### config.mk
export PLATFORM = sky130hd
export DESIGN_NAME = frac_regaccess
export DESIGN_NICKNAME = d
export VERILOG_FILES = /design/src/rtl/frac_pkg.sv /design/src/rtl/frac_addr_dec.sv /design/src/rtl/frac_int_regs.sv /design/src/rtl/frac_ext_port.sv /design/src/rtl/frac_regaccess.sv
export SDC_FILE = /design/constraint.sdc
export NUM_CORES = 1
export LEC_CHECK = 0
export BUFFER_PORTS_ARGS = -buffer_cell sky130_fd_sc_hd__buf_2
export CAP_MARGIN = 30
export CORE_AREA = 2 2 123 173
export DETAILED_ROUTE_END_ITERATION = 10
export DIE_AREA = 0 0 125 175
export HOLD_SLACK_MARGIN = 0.15
export REMOVE_ABC_BUFFERS = 1
export SYNTH_ARGS = -nofsm -noshare
export SYNTH_HDL_FRONTEND = slang
export SYNTH_SLANG_ARGS = --single-unit
### constraint.sdc
create_clock -name clk -period 1.8 [get_ports clk]
set_input_delay 0.36 -clock clk [delete_from_list [all_inputs] [get_ports clk]]
set_output_delay 0.36 -clock clk [all_outputs]
set_load 0.005 [all_outputs]
### src/rtl/frac_pkg.sv
package frac_pkg;
  typedef enum logic [1:0] {
    WSRC_DATA    = 2'b00,
    WSRC_DATA_B  = 2'b01,
    WSRC_STAT_LO = 2'b10,
    WSRC_STAT_HI = 2'b11
  } wsrc_e;

  typedef enum logic {
    EXT_IDLE = 1'b0,
    EXT_WAIT = 1'b1
  } ext_state_e;
endpackage

### src/rtl/frac_addr_dec.sv
module frac_addr_dec #(
  parameter int ADDR_W = 8,
  parameter int NWORDS = 4,
  localparam int OFF_W = ADDR_W - 1,
  localparam int IW    = (NWORDS > 1) ? $clog2(NWORDS) : 1
) (
  input  logic [ADDR_W-1:0] addr,
  output logic              is_int,
  output logic              int_hit,
  output logic [IW-1:0]     int_idx
);
  function automatic logic [OFF_W-1:0] offset_of(logic [ADDR_W-1:0] a);
    return a[OFF_W-1:0];
  endfunction

  logic [OFF_W-1:0] off;

  always_comb begin
    off     = offset_of(addr);
    is_int  = addr[ADDR_W-1];
    int_hit = is_int && (off < OFF_W'(NWORDS));
    int_idx = off[IW-1:0];
  end
endmodule

### src/rtl/frac_int_regs.sv
module frac_int_regs #(
  parameter int DATA_W     = 16,
  parameter int NUM_GEN    = 2,
  parameter int STAT_WORDS = 2,
  localparam int NWORDS = NUM_GEN + STAT_WORDS,
  localparam int IW     = (NWORDS > 1) ? $clog2(NWORDS) : 1,
  localparam int STAT_W = DATA_W * STAT_WORDS
) (
  input  logic              clk,
  input  logic              rst_n,
  input  logic              we,
  input  logic              hit,
  input  logic [IW-1:0]     idx,
  input  logic [DATA_W-1:0] wdata,
  output logic [DATA_W-1:0] rdata,
  output logic [STAT_W-1:0] status
);
  logic [DATA_W-1:0] words [NWORDS];

  for (genvar k = 0; k < NWORDS; k++) begin : g_word
    logic [DATA_W-1:0] q;
    always_ff @(posedge clk or negedge rst_n) begin
      if (!rst_n)
        q <= '0;
      else if (we && hit && (idx == IW'(k)))
        q <= wdata;
    end
    assign words[k] = q;
  end

  for (genvar s = 0; s < STAT_WORDS; s++) begin : g_stat
    assign status[s*DATA_W +: DATA_W] = words[NUM_GEN + s];
  end

  always_comb begin
    rdata = '0;
    for (int k = 0; k < NWORDS; k++)
      if (hit && (idx == IW'(k))) rdata = words[k];
  end
endmodule

### src/rtl/frac_ext_port.sv
module frac_ext_port #(
  parameter int ADDR_W = 8,
  parameter int DATA_W = 16
) (
  input  logic              clk,
  input  logic              rst_n,
  input  logic              issue,
  input  logic              issue_wr,
  input  logic [ADDR_W-1:0] issue_addr,
  input  logic [DATA_W-1:0] issue_wdata,
  input  logic              ext_ready,
  output logic              busy,
  output logic              ext_rd,
  output logic              ext_wr,
  output logic [ADDR_W-1:0] ext_addr,
  output logic [DATA_W-1:0] ext_wdata,
  output logic              rd_done
);
  import frac_pkg::*;

  ext_state_e        state_q;
  logic              wr_q;
  logic [ADDR_W-1:0] addr_q;
  logic [DATA_W-1:0] wdata_q;
  logic              finish;

  assign finish = (state_q == EXT_WAIT) && ext_ready;

  always_ff @(posedge clk or negedge rst_n) begin
    if (!rst_n) begin
      state_q <= EXT_IDLE;
      wr_q    <= 1'b0;
      addr_q  <= '0;
      wdata_q <= '0;
    end else begin
      case (state_q)
        EXT_IDLE: if (issue) begin
          state_q <= EXT_WAIT;
          wr_q    <= issue_wr;
          addr_q  <= issue_addr;
          wdata_q <= issue_wdata;
        end
        EXT_WAIT: if (finish) state_q <= EXT_IDLE;
        default:  state_q <= EXT_IDLE;
      endcase
    end
  end

  assign busy      = (state_q == EXT_WAIT);
  assign ext_rd    = busy && !wr_q;
  assign ext_wr    = busy && wr_q;
  assign ext_addr  = addr_q;
  assign ext_wdata = wdata_q;
  assign rd_done   = finish && !wr_q;
endmodule

### src/rtl/frac_regaccess.sv
module frac_regaccess #(
  parameter int ADDR_W     = 8,
  parameter int DATA_W     = 16,
  parameter int NUM_GEN    = 2,
  parameter int STAT_WORDS = 2,
  parameter int DONE_BIT   = 15,
  parameter int OK_BIT     = 11,
  parameter int BAD_BIT    = 13,
  localparam int NWORDS = NUM_GEN + STAT_WORDS,
  localparam int IW     = (NWORDS > 1) ? $clog2(NWORDS) : 1,
  localparam int STAT_W = DATA_W * STAT_WORDS
) (
  input  logic              clk,
  input  logic              rst_n,
  input  logic              req_valid,
  input  logic              req_write,
  input  logic [ADDR_W-1:0] req_addr,
  input  logic [1:0]        req_wsrc,
  input  logic [DATA_W-1:0] req_wdata,
  output logic              busy,
  output logic              rd_valid,
  output logic [DATA_W-1:0] rd_data,
  output logic              ext_rd,
  output logic              ext_wr,
  output logic [ADDR_W-1:0] ext_addr,
  output logic [DATA_W-1:0] ext_wdata,
  input  logic [DATA_W-1:0] ext_rdata,
  input  logic              ext_ready,
  output logic [STAT_W-1:0] status_o,
  output logic              flag_done,
  output logic              flag_csum_ok,
  output logic              flag_csum_bad
);
  import frac_pkg::*;

  function automatic logic [DATA_W-1:0] pick_wdata(wsrc_e s, logic [DATA_W-1:0] d,
                                                   logic [STAT_W-1:0] st);
    case (s)
      WSRC_STAT_LO: return st[DATA_W-1:0];
      WSRC_STAT_HI: return st[STAT_W-1 -: DATA_W];
      default:      return d;
    endcase
  endfunction

  logic              accept;
  logic              dec_is_int;
  logic              dec_hit;
  logic [IW-1:0]     dec_idx;
  logic [DATA_W-1:0] wdata_sel;
  logic              int_we;
  logic              int_rd_acc;
  logic              ext_issue;
  logic              ext_rd_done;
  logic [DATA_W-1:0] int_rdata;
  logic              rd_valid_q;
  logic [DATA_W-1:0] rd_data_q;

  assign accept     = req_valid && !busy;
  assign wdata_sel  = pick_wdata(wsrc_e'(req_wsrc), req_wdata, status_o);
  assign int_we     = accept && req_write && dec_is_int;
  assign int_rd_acc = accept && !req_write && dec_is_int;
  assign ext_issue  = accept && !dec_is_int;

  frac_addr_dec #(.ADDR_W(ADDR_W), .NWORDS(NWORDS)) dec_i (
    .addr    (req_addr),
    .is_int  (dec_is_int),
    .int_hit (dec_hit),
    .int_idx (dec_idx)
  );

  frac_int_regs #(.DATA_W(DATA_W), .NUM_GEN(NUM_GEN), .STAT_WORDS(STAT_WORDS)) regs_i (
    .clk    (clk),
    .rst_n  (rst_n),
    .we     (int_we),
    .hit    (dec_hit),
    .idx    (dec_idx),
    .wdata  (wdata_sel),
    .rdata  (int_rdata),
    .status (status_o)
  );

  frac_ext_port #(.ADDR_W(ADDR_W), .DATA_W(DATA_W)) ext_i (
    .clk         (clk),
    .rst_n       (rst_n),
    .issue       (ext_issue),
    .issue_wr    (req_write),
    .issue_addr  (req_addr),
    .issue_wdata (wdata_sel),
    .ext_ready   (ext_ready),
    .busy        (busy),
    .ext_rd      (ext_rd),
    .ext_wr      (ext_wr),
    .ext_addr    (ext_addr),
    .ext_wdata   (ext_wdata),
    .rd_done     (ext_rd_done)
  );

  always_ff @(posedge clk or negedge rst_n) begin
    if (!rst_n) begin
      rd_valid_q <= 1'b0;
      rd_data_q  <= '0;
    end else begin
      rd_valid_q <= 1'b0;
      if (int_rd_acc) begin
        rd_valid_q <= 1'b1;
        rd_data_q  <= int_rdata;
      end else if (ext_rd_done) begin
        rd_valid_q <= 1'b1;
        rd_data_q  <= ext_rdata;
      end
    end
  end

  assign rd_valid      = rd_valid_q;
  assign rd_data       = rd_data_q;
  assign flag_done     = status_o[DONE_BIT];
  assign flag_csum_ok  = status_o[OK_BIT];
  assign flag_csum_bad = status_o[BAD_BIT];
endmodule

Word-level counts from Yosys, hierarchy flattened:

Cells that the tools add are included.

* output and inout bits: 79
* register bits: 107
* word-level logic and storage cells: 56
* bits of input ports: 47

* muxes and demuxes: 12
* equal/unequal tests: 5
* order comparisons: 1
* bitwise logic cells: 1
* reduce and logical (&&, ||, !) cells: 27

Operators with widths (count)
* 16-bit two-way mux: 6
* 16-bit case mux with 2 select lines: 1
* 1-bit logical AND: 20
* 2-bit equality test (second input constant): 4
* 7-bit by 3-bit < comparator with 1-bit output (second input constant): 1
* 1-bit logical NOT: 4
* 1-bit two-way mux: 4
* 2-bit by 1-bit equality test with 1-bit output (second input constant): 1
* 2-bit logical NOT: 1
* 1-bit case mux with 2 select lines: 1
* 2-bit AND reduction: 1
* 2-bit nonzero test: 1
* 1-bit inverter: 1

Logic depth before layout (Yosys ltp):

* depth after elaboration: 8
* gate-level depth with buffers: 6
* mapped depth without buffers: 3

By module:

From an unflattened synthesis, not the netlist that was laid out.

* cells, all modules: 373
* area, all modules: 5368.9 sq um

Modules (own cells, without submodules)
* frac_int_regs: area an instance 2960.3 sq um, cells an instance 195, instances 1
* frac_regaccess: area an instance 1285.0 sq um, cells an instance 113, instances 1
* frac_ext_port: area an instance 1081.0 sq um, cells an instance 60, instances 1
* frac_addr_dec: area an instance 42.5 sq um, cells an instance 5, instances 1

Worst setup path after synthesis:

OpenSTA, ideal clock, no wires.

* path type: reg2reg
* from: register ext_i.state_q, in the netlist ext_i.busy
* to: register regs_i.g_word[0].q[10]
* setup slack: 108 ps
* buffers on the path: 2
* cell stages (with the launch flop): 6
* setup time: 125 ps
* arrival: 1567 ps
* clock period less this slack: 1692 ps
* cell sequence: dfrtp_1 > nor4bb_4 > and4b_1 > buf_4 > buf_6 > mux2_2

* word-level cells in the longest chain between the ends: 6

Ends and longest elaborated chain
* from (decl): line frac_ext_port.sv:21 `ext_state_e state_q;`
* from (signal assigned): line frac_ext_port.sv:31 `state_q <= EXT_IDLE;`
* from (signal assigned): line frac_ext_port.sv:38 `state_q <= EXT_WAIT;`
* from (signal assigned): line frac_ext_port.sv:43 `EXT_WAIT: if (finish) state_q <= EXT_IDLE;`
* 1-bit logical NOT: line frac_regaccess.sv:58 `assign accept = req_valid && !busy;`
* 1-bit logical AND: line frac_regaccess.sv:58
* 1-bit logical AND (2 in a row): line frac_regaccess.sv:60 `assign int_we = accept && req_write && dec_is_int;`
* 1-bit logical AND (2 in a row): line frac_int_regs.sv:25 `else if (we && hit && (idx == IW'(k)))`
* to (signal assigned): line frac_int_regs.sv:26 `q <= wdata;`
* to (decl): line frac_int_regs.sv:21 `logic [DATA_W-1:0] q;`

Every way passes these cells.
A chain may end at the register's enable or synchronous reset.

Worst setup path in the final report:

* from: register ext_i.state_q, in the netlist ext_i.busy
* to: register regs_i.g_word[2].q[7]

* word-level cells in the longest chain between the ends: 6

Ends and longest elaborated chain (line)
* 1-bit logical NOT: frac_regaccess.sv:58
* 1-bit logical AND: frac_regaccess.sv:58
* 1-bit logical AND (2 in a row): frac_regaccess.sv:60
* 1-bit logical AND (2 in a row): frac_int_regs.sv:25
* to (signal assigned): frac_int_regs.sv:26
* to (decl): frac_int_regs.sv:21

Every way passes these cells.

==> flow_summary_export.csv <==
group,metric,value,unit
critical_path,regToRegStartpoint,"ext_i.busy",
timing,rsz0062_at_grt,"no",
clocking,cts_buffers,9,
yosys,post_synth_xor_area_fraction,0,%
critical_path,cp_slowest_cell,"dfrtp_1",
timing,setup_viol,0,
yosys,ys_ff_latch,107,
global_route,grt_first_pass_wirelength,21300,microns
pwr,p_leak,3.33,nW
global_route,antenna_found_initial,0,
timing,holdWs,0.202,ns
run_status,outcome,"finished clean",
yosys,synth_cell_type_count,24,
floorplanning,rows,62,
routing,drt_wl_total,13500,microns
yosys,synth-simple-area-share,4.35,%
pwr,seq_power_share,49.0,%
yosys,synth-seq-area-share,53.5,%
placed_design,hpwl,9730,microns
critical_path,setup.worst_path.start,"ext_i.busy",
routing,drt-pass1-iter-count,4,
timing,post-route-period-util,92.8,%
routing,viasPerCell,4.52,
critical_path,ff2ff_path_depth,4,
floorplanning,start_util,24.6,%
critical_path,critPathMaxStageDelay,0.44,ns
yosys,synth.avg_cell_area,14.3,sq um
yosys,yosys-mux-area-fraction,33.6,%
pwr,power_density,881,nW/um^2
routing,drt-initial-drc-count,85,
global_route,grt_max_degree,56,
hold_path,hold_depth,2,
floorplanning,die_h,175,microns
routing,drc,0,
clocking,ctsHoldBuffers,1,
clocking,clkSinkCount,107,
routing,wl_per_cell,18.1,microns
placed_design,io_buffers,125,
yosys,syn_area,5010,sq um
timing,final.setup.tns,0,ns
pwr,switching_share,25.1,%
clocking,cts_tree,"yes",
timing,fmax,599,MHz
finish,syn_to_final_growth,28.4,%
clocking,path_clk_slew,0.07,ns
pwr,p_int,4.24,mW
pwr,p_comb_share,16.0,%
critical_path,crit_top_cell,"and4b_1",
job,maxCapViolations,0,
floorplanning,die_x,125,microns
global_route,grt_use_total,12.7,%
timing,tightest_slew,0.383,ns
clocking,clkLatencyLatePin,0.35,ns
timing,fin_skew,0.00648,ns
finish,n_antenna_cell,0,
yosys,yosys_warnings,0,
hold_path,min_from,"ext_ready",
pwr,p_sw,1.42,mW
critical_path,path_class,"flip-flop to flip-flop",
critical_path,crit_path_end_kind,"flip-flop",
critical_path,path_cells,"and4b_1 -> and4b_1 -> buf_12 -> mux2_2",
placed_design,placed_area,6120,sq um
floorplanning,coreArea,20300,sq um
floorplanning,dieArea,21900,sq um
timing,slew_violations,0,
timing,hold_viol_final,0,
critical_path,crit_required,2.04,ns
global_route,grt-ovfl-total,0,
finish,final_util,31.6,%
timing,min_period,1.67,ns
critical_path,crit_arrival,1.91,ns
yosys,netlist_instances,351,
finish,final_cell_area,6430,sq um
placed_design,gp_congestion,0.763,
critical_path,critPathMaxFanout,16,
pwr,ir_drop,362,uV
pwr,clockPowerShare,35.0,%
clocking,htree_levels,3,
finish,fillers,2066,
yosys,synth-compound-area-share,3.70,%
routing,ant_nets,0,
placed_design,pre_cts_slack,0.00557,ns
routing,num_vias,3376,
timing,slew_headroom,74.4,%
finish,drive_gt1_share,54.6,%
clocking,post_cts_buffers,0,
yosys,synth_fa_ha_area_share,0,%
hold_path,hold_path.class,"input port to flip-flop",
global_route,grt_pass1_vias,3744,
finish,nNetsFinal,533,
critical_path,critPathLaunchType,"flip-flop",
clocking,clock-root-buffer,"clkbuf_16",
timing,worst_slack,0.130,ns
floorplanning,ios,126,
yosys,synth_top_family_by_area,"multiplexers",
clocking,post_cts_resized,0,
clocking,cts_buffer_depth,2,
registers in the layout (all words and copies together), names as in the netlist:
signal	count
ext_i.ext_wdata	16
rd_valid	1
ext_i.ext_addr	8
ext_i.wr_q	1
rd_data	16
regs_i.g_word.q	64
ext_i.busy	1
power by group through the flow:
stage	combinational, mW	clock (mW)	sequential [mW]
after floorplan	0.362	0	2.83
after global placement	0.914	0	2.81
after detailed placement	0.929	0	2.82
after CTS	0.935	2.08	2.78
after global routing	1.00	2.16	2.81
final	0.908	1.98	2.77
per-stage QoR:
step / power, mW / cells
final: 5.66 / 747
after global placement: 3.72 / 730
after detailed placement: 3.75 / 730
after global routing: 5.97 / 747
after floorplan: 3.19 / 326
after CTS: 5.79 / 747
worst max-delay path: cells and delay by family (launching register included):
| kind | cells | cell delay [ns] |
|---|---|---|
| flops | 1 | 0.44 |
| mux | 1 | 0.34 |
| buf+inv | 1 | 0.18 |
| simple gates | 2 | 0.59 |
cell type report:
type                            count  area, sq um  share of cell area, %
Sequential cell                   107         2680                   41.7
Multi-Input combinational cell    201         2110                   32.8
Timing Repair Buffer              149          961                   14.9
Tap cell                          256          320                   4.98
Clock buffer                       12          246                   3.83
Inverter                           18         67.6                   1.05
Clock inverter                      4         50.0                  0.779
logic make-up after synthesis:
family / after synthesis
flops: 107
simple gates: 32
compound gates: 33
mux: 136
buf+inv: 43
worst paths after layout:
kind | endpoint | slack [ns]
min in group asynchronous | rd_data[0] | 0.37
min reg2reg | ext_i.ext_addr[7] | 0.49
min | ext_i.busy | 0.20
max reg2reg | regs_i.g_word[2].q[7] | 0.13
max | regs_i.g_word[2].q[7] | 0.13
max in group asynchronous | rd_data[10] | 0.90
synthesized netlist by cell type:
master | n | share of area (%)
dfrtp_1 | 107 | 53
mux2_2 | 87 | 20
mux2i_1 | 32 | 6.4
inv_1 | 18 | 1.3
nor2_1 | 18 | 1.3
a21oi_1 | 16 | 1.6
o22ai_1 | 16 | 2.0
mux4_2 | 13 | 5.8
buf_2 | 8 | 0.80
buf_4 | 7 | 1.0
buf_6 | 6 | 1.3
clkbuf_1 | 4 | 0.30
and4b_1 | 3 | 0.60
mux4_1 | 3 | 1.6
and2_1 | 2 | 0.25
nand3_1 | 2 | 0.20
nand4_2 | 2 | 0.50
mux2_1 | 1 | 0.22
nand2b_1 | 1 | 0.13
nand3b_1 | 1 | 0.15
nor4b_4 | 1 | 0.47
nor4bb_1 | 1 | 0.20
nor4bb_4 | 1 | 0.50
o21ai_0 | 1 | 0.10
layout by cell type (no fill, tap or decap), types with 3 or more instances in the layout:
cell type,n
mux4_2,13
mux2i_1,32
a21oi_1,16
clkbuf_16,9
buf_2,124
mux2_2,87
buf_12,12
inv_1,18
nor2_1,18
mux4_1,3
buf_4,12
and4b_1,3
dfrtp_1,107
o22ai_1,16
routing by layer:
| metal | part of all wire (%) | vias to the layer above | GRT usage, % |
|---|---|---|---|
| met2 | 55 | 81 | 23.6 |
| met5 | 0 | - | 0 |
| met4 | 2.0 | 0 | 4.49 |
| met1 | 39 | 1731 | 14.0 |
| met3 | 4.0 | 15 | 3.12 |
| li1 | - | 1549 | - |
Note: power is estimated with default switching activity, not from simulation.
